## config.mk

```make
export PLATFORM = sky130hd
export DESIGN_NAME = integrity_obs_chain
export DESIGN_NICKNAME = d
export VERILOG_FILES = /design/src/rtl/iobs_pkg.sv /design/src/rtl/iobs_strobe_timer.sv /design/src/rtl/iobs_lane_cmp.sv /design/src/rtl/iobs_cell.sv /design/src/rtl/integrity_obs_chain.sv
export SDC_FILE = /design/constraint.sdc
export NUM_CORES = 1
export LEC_CHECK = 0
export BUFFER_PORTS_ARGS = -buffer_cell sky130_fd_sc_hd__buf_2
export CAP_MARGIN = 25
export CORE_MARGIN = 4
export CORE_UTILIZATION = 48
export CTS_CLUSTER_DIAMETER = 30
export DETAILED_ROUTE_END_ITERATION = 8
export PLACE_DENSITY = 0.8
export REMOVE_ABC_BUFFERS = 1
export SLEW_MARGIN = 30
export SYNTH_ARGS = -nofsm -noshare
export SYNTH_HDL_FRONTEND = slang
export SYNTH_SLANG_ARGS = --single-unit
```

## constraint.sdc

```tcl
create_clock -name clk -period 2.08 [get_ports clk]
set_clock_uncertainty 0.15 [all_clocks]
set_input_delay 0.312 -clock clk [delete_from_list [all_inputs] [get_ports clk]]
set_output_delay 0.312 -clock clk [all_outputs]
set_load 0.01 [all_outputs]
```

## src/rtl/iobs_pkg.sv

```systemverilog
package iobs_pkg;

    // Per-cell control bundle, broadcast to every lane.
    typedef struct packed {
        logic mode_sel;   // 1: integrity mode, 0: conventional observe-only
        logic sense_en;   // violations may set the sticky flag
        logic capture;    // load scan register
        logic shift;      // shift scan register toward the output
        logic flag_clr;   // clear sticky flag
    } cell_ctrl_t;

    typedef enum logic [1:0] {
        SC_HOLD    = 2'd0,
        SC_CAPTURE = 2'd1,
        SC_SHIFT   = 2'd2
    } scan_op_e;

    // Capture has priority over shift.
    function automatic scan_op_e scan_op(input logic cap, input logic shf);
        if (cap)      return SC_CAPTURE;
        else if (shf) return SC_SHIFT;
        else          return SC_HOLD;
    endfunction

    // Value loaded on capture: the flag in integrity mode, the line otherwise.
    function automatic logic capture_src(input logic mode, input logic flag,
                                         input logic line_val);
        return mode ? flag : line_val;
    endfunction

    // A line is in violation when it is strobed and differs from the expected value.
    function automatic logic line_bad(input logic strobe, input logic exp_v,
                                      input logic rcv_v);
        return strobe & ~(exp_v ~^ rcv_v);
    endfunction

endpackage

```

## src/rtl/iobs_strobe_timer.sv

```systemverilog
module iobs_strobe_timer #(
    parameter int DLY_W = 4
) (
    input  logic             clk,
    input  logic             rst,
    input  logic             pattern_upd,
    input  logic [DLY_W-1:0] strobe_dly,
    output logic             strobe
);
    logic [DLY_W-1:0] wait_cnt;
    logic             armed;

    always_ff @(posedge clk) begin
        if (rst) begin
            armed    <= 1'b0;
            wait_cnt <= '0;
        end else if (pattern_upd) begin
            armed    <= 1'b1;
            wait_cnt <= strobe_dly;
        end else if (armed) begin
            if (wait_cnt == '0) armed <= 1'b0;
            else                wait_cnt <= wait_cnt - 1'b1;
        end
    end

    assign strobe = armed && (wait_cnt == '0);

    // one strobe per pattern update
    a_r3_single_strobe: assert property (@(posedge clk) disable iff (rst)
        (strobe && !pattern_upd) |=> !strobe);

    // zero delay strobes in the cycle right after the update
    a_r3_zero_delay: assert property (@(posedge clk) disable iff (rst)
        (pattern_upd && strobe_dly == '0) |=> strobe);

    // non-zero delay does not strobe immediately
    a_r3_no_early: assert property (@(posedge clk) disable iff (rst)
        (pattern_upd && strobe_dly != '0) |=> !strobe);

endmodule

```

## src/rtl/iobs_lane_cmp.sv

```systemverilog
module iobs_lane_cmp
    import iobs_pkg::*;
#(
    parameter int LANES = 4
) (
    input  logic             strobe,
    input  logic [LANES-1:0] expected,
    input  logic [LANES-1:0] received,
    output logic [LANES-1:0] viol
);
    for (genvar g = 0; g < LANES; g++) begin : g_lane
        assign viol[g] = line_bad(strobe, expected[g], received[g]);
    end
endmodule

```

## src/rtl/iobs_cell.sv

```systemverilog
module iobs_cell
    import iobs_pkg::*;
(
    input  logic       clk,
    input  logic       rst,
    input  cell_ctrl_t ctrl,
    input  logic       viol,
    input  logic       line_val,
    input  logic       chain_in,
    output logic       chain_out
);
    logic sticky;
    logic scan_q;

    always_ff @(posedge clk) begin
        if (rst || ctrl.flag_clr)
            sticky <= 1'b0;
        else if (ctrl.mode_sel && ctrl.sense_en && viol)
            sticky <= 1'b1;
    end

    always_ff @(posedge clk) begin
        if (rst) begin
            scan_q <= 1'b0;
        end else begin
            unique case (scan_op(ctrl.capture, ctrl.shift))
                SC_CAPTURE: scan_q <= capture_src(ctrl.mode_sel, sticky, line_val);
                SC_SHIFT:   scan_q <= chain_in;
                default:    scan_q <= scan_q;
            endcase
        end
    end

    assign chain_out = scan_q;

    // a set flag stays set until cleared
    a_r4_sticky: assert property (@(posedge clk) disable iff (rst)
        (sticky && !ctrl.flag_clr) |=> sticky);

    // clear wins
    a_r8_clear: assert property (@(posedge clk) disable iff (rst)
        ctrl.flag_clr |=> !sticky);

    // flag holds when sensing is off or in conventional mode
    a_r5_hold: assert property (@(posedge clk) disable iff (rst)
        (!(ctrl.mode_sel && ctrl.sense_en) && !ctrl.flag_clr) |=> $stable(sticky));

    // integrity-mode capture loads the flag
    a_r6_capture_flag: assert property (@(posedge clk) disable iff (rst)
        (ctrl.capture && ctrl.mode_sel) |=> (scan_q == $past(sticky)));

    // shift without capture takes the neighbour's bit
    a_r7_shift: assert property (@(posedge clk) disable iff (rst)
        (ctrl.shift && !ctrl.capture) |=> (scan_q == $past(chain_in)));

endmodule

```

## src/rtl/integrity_obs_chain.sv

```systemverilog
module integrity_obs_chain
    import iobs_pkg::*;
#(
    parameter int LANES = 4,
    parameter int DLY_W = 4
) (
    input  logic             clk,
    input  logic             rst,
    input  logic             mode_sel,
    input  logic             sense_en,
    input  logic             capture_dr,
    input  logic             shift_dr,
    input  logic             flag_clr,
    input  logic             pattern_upd,
    input  logic [DLY_W-1:0] strobe_dly,
    input  logic [LANES-1:0] expected,
    input  logic [LANES-1:0] received,
    input  logic             scan_in,
    output logic             scan_out
);
    localparam int LAST = LANES - 1;

    logic             strobe;
    logic [LANES-1:0] viol;
    logic [LANES:0]   chain;
    cell_ctrl_t       ctrl;

    assign ctrl = '{mode_sel: mode_sel, sense_en: sense_en, capture: capture_dr,
                    shift: shift_dr, flag_clr: flag_clr};

    iobs_strobe_timer #(.DLY_W(DLY_W)) u_timer (
        .clk         (clk),
        .rst         (rst),
        .pattern_upd (pattern_upd),
        .strobe_dly  (strobe_dly),
        .strobe      (strobe)
    );

    iobs_lane_cmp #(.LANES(LANES)) u_cmp (
        .strobe   (strobe),
        .expected (expected),
        .received (received),
        .viol     (viol)
    );

    assign chain[0] = scan_in;

    for (genvar g = 0; g < LANES; g++) begin : g_cell
        iobs_cell u_cell (
            .clk       (clk),
            .rst       (rst),
            .ctrl      (ctrl),
            .viol      (viol[g]),
            .line_val  (received[g]),
            .chain_in  (chain[g]),
            .chain_out (chain[g+1])
        );
    end

    assign scan_out = chain[LAST+1];

    // output moves only on capture or shift
    a_r7_out_stable: assert property (@(posedge clk) disable iff (rst)
        (!capture_dr && !shift_dr) |=> $stable(scan_out));

    // no violation reported outside a strobe
    a_r2_strobe_gate: assert property (@(posedge clk) disable iff (rst)
        !strobe |-> (viol == '0));

endmodule

```

## After elaboration in Yosys (flattened, before gate mapping)

Cells that the tools add are included.

- Output and inout port bits: 1
- Bits of input ports: 21
- Word-level logic and storage cells: 54
- Bits in registers: 13

- Bitwise logic cells: 12
- Muxes and demuxes: 17
- Equality and inequality tests: 3
- Reduce and logical (&&, ||, !) cells: 11
- $add $sub $neg: 1

Operators with widths:

| kind | count |
|---|---|
| two-way mux 4 bit | 3 |
| case mux 1 bit (2 select lines) | 4 |
| two-way mux 1 bit | 7 |
| logical AND 1 bit | 6 |
| two-way mux 2 bit | 3 |
| AND 1 bit | 4 |
| logical NOT 4 bit | 1 |
| inverter 1 bit | 4 |
| nonzero test 2 bit | 2 |
| subtractor 4 x 1 -> 4 bit, second input constant | 1 |
| XNOR 1 bit | 4 |
| == test 2 x 1 -> 1 bit, second input constant | 1 |
| == test 2 bit, second input constant | 1 |
| != test 2 bit, second input constant | 1 |
| AND reduction 2 bit | 1 |
| logical OR 1 bit | 1 |

## Longest topological paths before layout

Gate-level depths: netlist of run 1.

- Word-level depth: 5
- Depth in mapped cells: 5
- Mapped depth without buffers: 5

## Cells and area by module

From an unflattened synthesis of run 1, not the netlist that was laid out.

- Cell total of the unflattened synthesis: 76
- Area, all modules: 720.7 um^2

By module, submodules not included:

| module | cells an instance | area each (um^2) | times used | seq. area each (um^2) |
|---|---|---|---|---|
| iobs_cell | 9 | 91.3 | 4 | 40.0 |
| iobs_strobe_timer | 32 | 295.3 | 1 | 100.1 |
| iobs_lane_cmp | 8 | 60.1 | 1 | 0.0 |

## Worst setup path after synthesis of run 1

OpenSTA, ideal clock, no wires.

- Path kind: flip-flop to flip-flop
- Start: register u_timer.wait_cnt[0]
- End: register u_timer.wait_cnt[1]
- Library setup time: 0.120 ns
- Setup slack: 0.309 ns
- Clock period less this slack: 1.771 ns
- Path buffers: 0
- Required time: 1.810 ns
- Arrival time: 1.500 ns
- Cell stages (with the launch flop): 6
- Path through: dfxtp_1 inv_1 ha_1 or3b_4 and3_2 a211o_2

- Cells in the longest elaborated chain, start to end: 4
- Elaborated cells on any way between the ends: 7
- Classes of those cells: add/sub: 1; eq/ne: 1; mux: 3; reduce/logical: 2

Ends and longest elaborated chain:

| item | line | RTL |
|---|---|---|
| start, declared | iobs_strobe_timer.sv:10 | `logic [DLY_W-1:0] wait_cnt;` |
| start signal, assigned | iobs_strobe_timer.sv:19 | `wait_cnt <= strobe_dly;` |
| start signal, assigned | iobs_strobe_timer.sv:22 | `else wait_cnt <= wait_cnt - 1'b1;` |
| subtractor 4 x 1 -> 4 bit | iobs_strobe_timer.sv:22 |  |
| two-way mux 4 bit | iobs_strobe_timer.sv:21 | `if (wait_cnt == '0) armed <= 1'b0;` |
| two-way mux 4 bit | iobs_strobe_timer.sv:20 | `end else if (armed) begin` |
| two-way mux 4 bit | iobs_strobe_timer.sv:17 | `end else if (pattern_upd) begin` |

Parallel ways exist; a longest one is shown, timed or not. The select of a mux whose other input is x is not followed.
A chain may end at the register's enable or synchronous reset.

## Worst setup path after layout of run 1

- Start: register u_timer.wait_cnt[0]
- End: register u_timer.wait_cnt[0]

Same word-level chain as after synthesis.

==> results of run 1 <==
## registers in the layout, indices dropped and copies added, names as in the netlist
register                 count
g_cell.u_cell.sticky         4
u_timer.armed                1
g_cell.u_cell.chain_out      4
u_timer.wait_cnt             4
## metrics by stage
step / util (%) / setup slack, ns / hold slack [ns]
after floorplan: - / 0.309 / 0.234
after global placement: 61.4 / 0.272 / 0.357
after CTS: 63.3 / 0.201 / 0.0918
after detailed placement: 61.4 / 0.216 / 0.366
final: 63.3 / 0.200 / 0.0988
after global routing: 63.3 / 0.122 / 0.0854
## final cells by class
cell class / instances / area (um^2)
well taps: 15 / 18.8
clock buffers: 4 / 26.3
repair buffers: 21 / 105
flip-flops and latches: 13 / 260
inverters: 4 / 15.0
multi-input cells: 52 / 429
fillers: 109 / 495
## power by group
part / internal [W] / leakage [nW] / switching (W) / total [W]
clock: 0.0000743 / 0.0150 / 0.0000733 / 0.000148
combinational: 0.0000537 / 0.242 / 0.0000580 / 0.000112
sequential: 0.000262 / 0.107 / 0.0000147 / 0.000277
total: 0.000391 / 0.364 / 0.000146 / 0.000537
## layer usage
layer  routed length (um)  up-vias
met1                  631      284
met2                  741       26
met5                    0        -
met3                   99       12
li1                     -      315
met4                   42        0
## layout by cell type (no fill, tap or decap), drive strengths merged
master   synthesis  final
buf              1     21
dfxtp           13     13
a211oi           9      9
nor3             6      6
mux2i            5      5
inv              4      4
xor2             4      4
a31oi            4      4
nor2             4      4
nor2b            4      4
clkbuf           2      4
and3             2      2
a2111oi          2      2
nand2            2      2
a21oi            2      2
and3b            2      2
a211o            2      2
or3b             1      1
a221oi           1      1
nor4b            1      1
ha               1      1
## worst register-to-register path: cells and delay by family (launching register included)
| kind | cells | cell delay, ns |
|---|---|---|
| compound gates | 1 | 0.26 |
| simple gates | 2 | 0.67 |
| fa+ha+maj | 1 | 0.23 |
| flops | 1 | 0.34 |
| buf+inv | 1 | 0.13 |
## final timing paths
path | endpoint | startpoint | depth (start not counted)
max | u_timer.wait_cnt[0] | u_timer.wait_cnt[0] | 5
min | u_timer.wait_cnt[1] | strobe_dly[1] | 2
max reg2reg | u_timer.wait_cnt[0] | u_timer.wait_cnt[0] | 5
min reg2reg | g_cell[3].u_cell.sticky | g_cell[3].u_cell.sticky | 2
## kinds of logic after synthesis
family	count (synthesis)	share of synthesized area (%)
fa+ha+maj	1	1.75
flops	13	36.4
buf+inv	7	3.67
mux	5	6.99
compound gates	20	25.9
simple gates	22	20.5
xor+xnor	4	4.89
==> out/metrics.cfg, run 1 <==
[status]
status = finished, final reports clean

[yosys]
netlist_area_um2 = 716
syn_area_per_cell_um2 = 9.94
synth_seq_cells = 13
synth.top_cell.area_share_pct = 36.4
yosysMostFrequentCell = dfxtp_1
yosysSeqAreaShare_pct = 36.4
netlist_top_cells_area = dfxtp_1 (36%), a211oi_1 (9.4%), a2111oi_4 (7.7%)
yosys-top-cells-count = dfxtp_1 (13), a211oi_1 (9), nor3_1 (6)
synth_edf_count = 0
syn_inst = 72
async_flop_share_pct = 0
synth_area_leader_cell = dfxtp_1
yosys_warnings = 0
synth-main-ff-cell = dfxtp_1
synth_cell_types = 23

[floorplanning]
rows = 13
die_w_um = 46.6
die_height_um = 46.6
core_area_um2 = 1350
boundaryPins = 22
initial_utilization_pct = 53.0
die_area_um2 = 2170

[placement]
dpl.cell_count = 105
placed_area_um2 = 828
dp.final_hpwl_mm = 1.13
place_congestion = 0.829
port_buffers = 21

[cells_and_area]
drive_above_1_share_pct = 34.0
antennaDiodeCount = 0
final_cells = 109
final_cell_area_um2 = 855
syn_to_final_growth_pct = 19.4
layout.nets = 117

[sta]
period_needed_ns = 1.88
final_max_slew_viol_count = 0
hold_viol_final = 0
max_slew_margin_pct = 76.3
tightest_slew_ns = 0.356
timing.setup.tns_ns = 0
rsz0062_at_grt = false
fmax_mhz = 532
setup_viol = 0
finalCritPeriodShare_pct = 90.4

[critical_path]
cp_top_family = simple AND/OR/NAND/NOR gates
r2r_slack_ns = 0.20
endpoint_kind = flop
worst-setup-path-type = reg2reg
cp_slowest_cell = or3b_4
required_ns = 2.09
cp_num_buf_inv = 1
path_max_fanout = 5
cp.arrival_ns = 1.89
path_cells = inv_1, ha_1, or3b_4, and3_2, a211o_1
slowest_delay_ns = 0.45
cp-start-kind = flop

[pwr]
power.density_nw_per_um2 = 628
p_leak_nw = 0.364
ir_worst_vdd_mv = 0.466
report.power.total_w = 0.000537

[global_route]
met1_usage_pct = 18.5
grt_pass1_wl_mm = 2.42
met3_usage_pct = 6.25
grt_max_degree = 17
busiest_layer = met2
track_usage_pct = 16.0
grt_pass1_vias = 563
antenna_found_initial = 0
grt_use_met2_pct = 26.9
grt.overflow.total = 0

[route]
drc = 0
post_drt_wl_per_cell_um = 13.9
vias_per_cell = 5.84
routed_wl_mm = 1.52
first_pass_iters = 6
via_count = 637
detail-route-antenna-nets = 0
drt_iter0_markers = 5

[run]
max_cap_violations = 0

[clocking]
root_buffer = clkbuf_4
clock-sinks = 13
cts_resized = 0
numCtsBuffers = 3
cts_htree_levels = 1
post-cts-setup-buffer-count = 0
hold_buffers = 0
cts.path.max_buffers = 2
cts_tree = yes
clkTransAtPathRegs_ns = 0.07
clkLatencyLatePin_ns = 0.27

[hold_path]
worstHoldPathType = in2reg

Note: power is estimated with default switching activity, not from simulation.
==> run 2: changes to the inputs <==
--- a/config.mk
+++ b/config.mk
@@ -5,13 +5,13 @@
 export SDC_FILE = /design/constraint.sdc
 export NUM_CORES = 1
 export LEC_CHECK = 0
-export BUFFER_PORTS_ARGS = -buffer_cell sky130_fd_sc_hd__buf_2
 export CAP_MARGIN = 25
-export CORE_MARGIN = 4
-export CORE_UTILIZATION = 48
+export CORE_AREA = 4 4 41 43
 export CTS_CLUSTER_DIAMETER = 30
 export DETAILED_ROUTE_END_ITERATION = 8
-export PLACE_DENSITY = 0.8
+export DIE_AREA = 0 0 45 47
+export DONT_BUFFER_PORTS = 1
+export PLACE_DENSITY = 0.74
 export REMOVE_ABC_BUFFERS = 1
 export SLEW_MARGIN = 30
 export SYNTH_ARGS = -nofsm -noshare
==> constraint.sdc (replaced) <==
create_clock -name clk -period 2.08 [get_ports clk]
set_clock_uncertainty 0.15 [all_clocks]
set_input_delay 0.52 -clock clk [delete_from_list [all_inputs] [get_ports clk]]
set_output_delay 0.52 -clock clk [all_outputs]
set_load 0.01 [all_outputs]
==> run 2 against run 1 <==
Clock power is 3% higher. Via count decreased by 16%. Sequential power about the same. Sequential cell count unchanged. Maximum frequency grew 1.3%. Worst hold slack better by 0.057 ns. Utilization shrank 5.7 points. Critical path type unchanged. Largest power group unchanged. Highest routed layer unchanged.
==> out/metrics.cfg, run 2 (synthesis results as in run 1) <==
[critical_path]
cp-start-kind = flop
reg2reg_from = u_timer.wait_cnt[0]
cp.arrival_ns = 1.87
required_ns = 2.10
slowest_delay_ns = 0.44
worst-setup-path-type = reg2reg
cp_slowest_cell = or3b_4
endpoint_kind = flop
crit_start = u_timer.wait_cnt[0]
cp_num_buf_inv = 1
path_cells = inv_1, ha_1, or3b_4, and3_2, a211o_1
cp_top_family = simple AND/OR/NAND/NOR gates
path_max_fanout = 5

[placement]
place_congestion = 0.836
dp.final_hpwl_mm = 1.05
placed_area_um2 = 723
port_buffers = 0

[global_route]
grt_pass1_wl_mm = 2.25
antenna_found_initial = 0
grt.overflow.total = 0
grt_pass1_vias = 535
track_usage_pct = 15.1
grt_max_degree = 17

[floorplanning]
die_height_um = 47
die_w_um = 45
boundaryPins = 22
die_area_um2 = 2120
initial_utilization_pct = 55.0
rows = 13
core_area_um2 = 1300

[clocking]
numCtsBuffers = 3
clock-sinks = 13
cts_htree_levels = 1
hold_buffers = 0
root_buffer = clkbuf_4
post-cts-setup-buffer-count = 0
cts_resized = 0
cts.path.max_buffers = 2
clkTransAtPathRegs_ns = 0.08
cts_tree = yes
clkLatencyLatePin_ns = 0.27

[cells_and_area]
antennaDiodeCount = 0
mostFrequentLayoutCells = dfxtp_1 (13), a211oi_1 (9), nor3_1 (6)
final_common_cell = dfxtp_1
final_cell_area_um2 = 749
fin_util_pct = 57.6
layout.nets = 96
drive_above_1_share_pct = 15.1
syn_to_final_growth_pct = 4.72

[sta]
fmax_mhz = 539
timing.setup.tns_ns = 0
holdWs_ns = 0.156
tightest_slew_ns = 0.343
max_slew_margin_pct = 77.1
finalCritPeriodShare_pct = 89.2
rsz0062_at_grt = false
setup_viol = 0
period_needed_ns = 1.86
hold_viol_final = 0
final_max_slew_viol_count = 0

[route]
via_count = 533
detail-route-antenna-nets = 0
drt_iter0_markers = 6
vias_per_cell = 6.06
post_drt_wl_per_cell_um = 15.4
routed_wl_mm = 1.36
first_pass_iters = 4
drc = 0

[pwr]
p_leak_nw = 0.280
ir_worst_vdd_mv = 0.349
power.density_nw_per_um2 = 672

[hold_path]
min_from = rst
worstHoldPathType = in2reg

[status]
status = finished, final reports clean

[run]
max_cap_violations = 0

-- run 2: where the power goes --
group	switching (W)	internal [W]	leakage (nW)
sequential	0.0000154	0.000262	0.107
combinational	0.0000326	0.0000403	0.158
clock	0.0000789	0.0000742	0.0150
-- run 2: layout make-up --
| class | count | area (um^2) |
|---|---|---|
| sequential | 13 | 260 |
| fill | 124 | 552 |
| inverter | 4 | 15.0 |
| multi-input combinational | 52 | 429 |
| tap | 15 | 18.8 |
| clock buffer | 4 | 26.3 |
-- run 2: routing by layer --
| metal | GRT usage, % | vias to the layer above | wire, um |
|---|---|---|---|
| met5 | 0 | - | 0 |
| met4 | 9.94 | 0 | 21 |
| met3 | 6.51 | 2 | 103 |
| met2 | 21.5 | 15 | 617 |
| met1 | 18.5 | 241 | 617 |
| li1 | - | 275 | - |
-- run 2: final timing paths --
check                                            to  depth (start not counted)  slack (ns)
worst min register to register  u_timer.wait_cnt[2]                          2        0.36
worst min-delay path                  u_timer.armed                          1        0.16
worst max-delay path            u_timer.wait_cnt[0]                          5        0.22
worst max register to register  u_timer.wait_cnt[0]                          5        0.22
-- run 2: metrics by stage --
step,setup slack (ns),total power [W],instances
after floorplan,0.309,0.000345,69
after global placement,0.275,0.000355,84
after detailed placement,0.230,0.000357,84
after CTS,0.223,0.000511,88
after global routing,0.130,0.000539,88
final,0.224,0.000504,88
-- run 2: worst register-to-register path, delay by kind of cell, from the launching register on --
| kind | cells | cell delay [ns] |
|---|---|---|
| buffers and inverters | 1 | 0.12 |
| AND/OR/NAND/NOR | 2 | 0.66 |
| AO/OA/AOI/OAI | 1 | 0.26 |
| adder cells (fa/ha/maj) | 1 | 0.21 |
| flip-flops | 1 | 0.35 |
==> run 3: changes to the inputs <==
--- a/config.mk
+++ b/config.mk
@@ -11,6 +11,7 @@
 export DETAILED_ROUTE_END_ITERATION = 8
 export DIE_AREA = 0 0 45 47
 export DONT_BUFFER_PORTS = 1
+export GPL_TIMING_DRIVEN = 0
 export PLACE_DENSITY = 0.74
 export REMOVE_ABC_BUFFERS = 1
 export SLEW_MARGIN = 30
==> run 3 against run 2 <==
Die area did not move. Clock-buffer cell count unchanged. Non-clock buffer count is the same. Sequential share of layout area unchanged. Register-to-register slack barely moved. Cell count unchanged. Sequential cell count is the same. Global-route usage is 0.48 points higher.
==> out/metrics.cfg, run 3 (synthesis results as in run 1) <==
[global_route]
met3_usage_pct = 7.66
grt_max_degree = 17
grt_use_met2_pct = 24.9
track_usage_pct = 15.6
grt_pass1_wl_mm = 2.36
antenna_found_initial = 0
met1_usage_pct = 18.3
grt_pass1_vias = 536
busiest_layer = met2
grt.overflow.total = 0

[clocking]
numCtsBuffers = 3
clkTransAtPathRegs_ns = 0.08
post-cts-setup-buffer-count = 0
clock-sinks = 13
hold_buffers = 0
cts_htree_levels = 1
cts.path.max_buffers = 2
root_buffer = clkbuf_4
cts_tree = yes
clkLatencyLatePin_ns = 0.27
cts_resized = 0

[route]
routed_wl_mm = 1.35
drc = 0
post_drt_wl_per_cell_um = 15.4
via_count = 550
detail-route-antenna-nets = 0
drt_iter0_markers = 11
first_pass_iters = 3
vias_per_cell = 6.25

[cells_and_area]
final_common_cell = dfxtp_1
final_cells = 88
fillers = 131
antennaDiodeCount = 0
drive_above_1_share_pct = 15.1
layout.nets = 96
mostFrequentLayoutCells = dfxtp_1 (13), a211oi_1 (9), nor3_1 (6)
syn_to_final_growth_pct = 4.72

[hold_path]
worstHoldPathType = in2reg

[status]
status = finished, final reports clean

[sta]
finalCritPeriodShare_pct = 89.7
tightest_slew_ns = 0.346
rsz0062_at_grt = false
timing.setup.tns_ns = 0
period_needed_ns = 1.87
final_max_slew_viol_count = 0
holdWs_ns = 0.164
max_slew_margin_pct = 76.9
fmax_mhz = 536
hold_viol_final = 0
setup_viol = 0

[pwr]
p_leak_nw = 0.280
ir_worst_vdd_mv = 0.435
power.density_nw_per_um2 = 669

[placement]
dpl.cell_count = 84
dp.final_hpwl_mm = 1.07
port_buffers = 0
place_congestion = 0.802

[critical_path]
cp_slowest_cell = or3b_4
path_cells = inv_1, ha_1, or3b_4, and3_2, a211o_2
cp_num_buf_inv = 1
cp-start-kind = flop
slowest_delay_ns = 0.45
cp_top_family = simple AND/OR/NAND/NOR gates
cp.arrival_ns = 1.88
endpoint_kind = flop
worst-setup-path-type = reg2reg
path_max_fanout = 5
required_ns = 2.09

[run]
max_cap_violations = 0

[floorplanning]
die_area_um2 = 2120
core_area_um2 = 1300
die_height_um = 47
die_w_um = 45
initial_utilization_pct = 55.0
boundaryPins = 22
rows = 13

run 3: power breakdown:
part	switching, W	internal, W	total [W]
clock	0.0000761	0.0000741	0.000150
sequential	0.0000154	0.000262	0.000278
combinational	0.0000332	0.0000403	0.0000734
run 3: layer usage:
metal	up-vias	routed length, um
met3	2	140
met4	0	12
met1	257	570
li1	272	-
met2	19	629
met5	-	0
run 3: final timing paths:
| kind | from | to | slack (ns) | cells after the start |
|---|---|---|---|---|
| max reg2reg | u_timer.wait_cnt[0] | u_timer.wait_cnt[1] | 0.21 | 5 |
| min | rst | u_timer.armed | 0.16 | 1 |
| max | u_timer.wait_cnt[0] | u_timer.wait_cnt[1] | 0.21 | 5 |
| min reg2reg | g_cell[2].u_cell.sticky | g_cell[2].u_cell.sticky | 0.38 | 2 |
run 3: layout make-up:
| type | count | area, um^2 | area share [%] |
|---|---|---|---|
| multi-input combinational | 52 | 429 | 57.3 |
| sequential | 13 | 260 | 34.7 |
| clock buffer | 4 | 26.3 | 3.51 |
| tap | 15 | 18.8 | 2.50 |
| inverter | 4 | 15.0 | 2.00 |
run 3: metrics by stage:
step / setup slack [ns] / instance area, um^2 / power [W] / utilization [%]
floorplan: 0.309 / 704 / 0.000345 / -
global placement: 0.248 / 723 / 0.000354 / 55.6
detailed placement: 0.228 / 723 / 0.000358 / 55.6
CTS: 0.213 / 749 / 0.000510 / 57.6
global route: 0.135 / 749 / 0.000537 / 57.6
finish: 0.214 / 749 / 0.000501 / 57.6
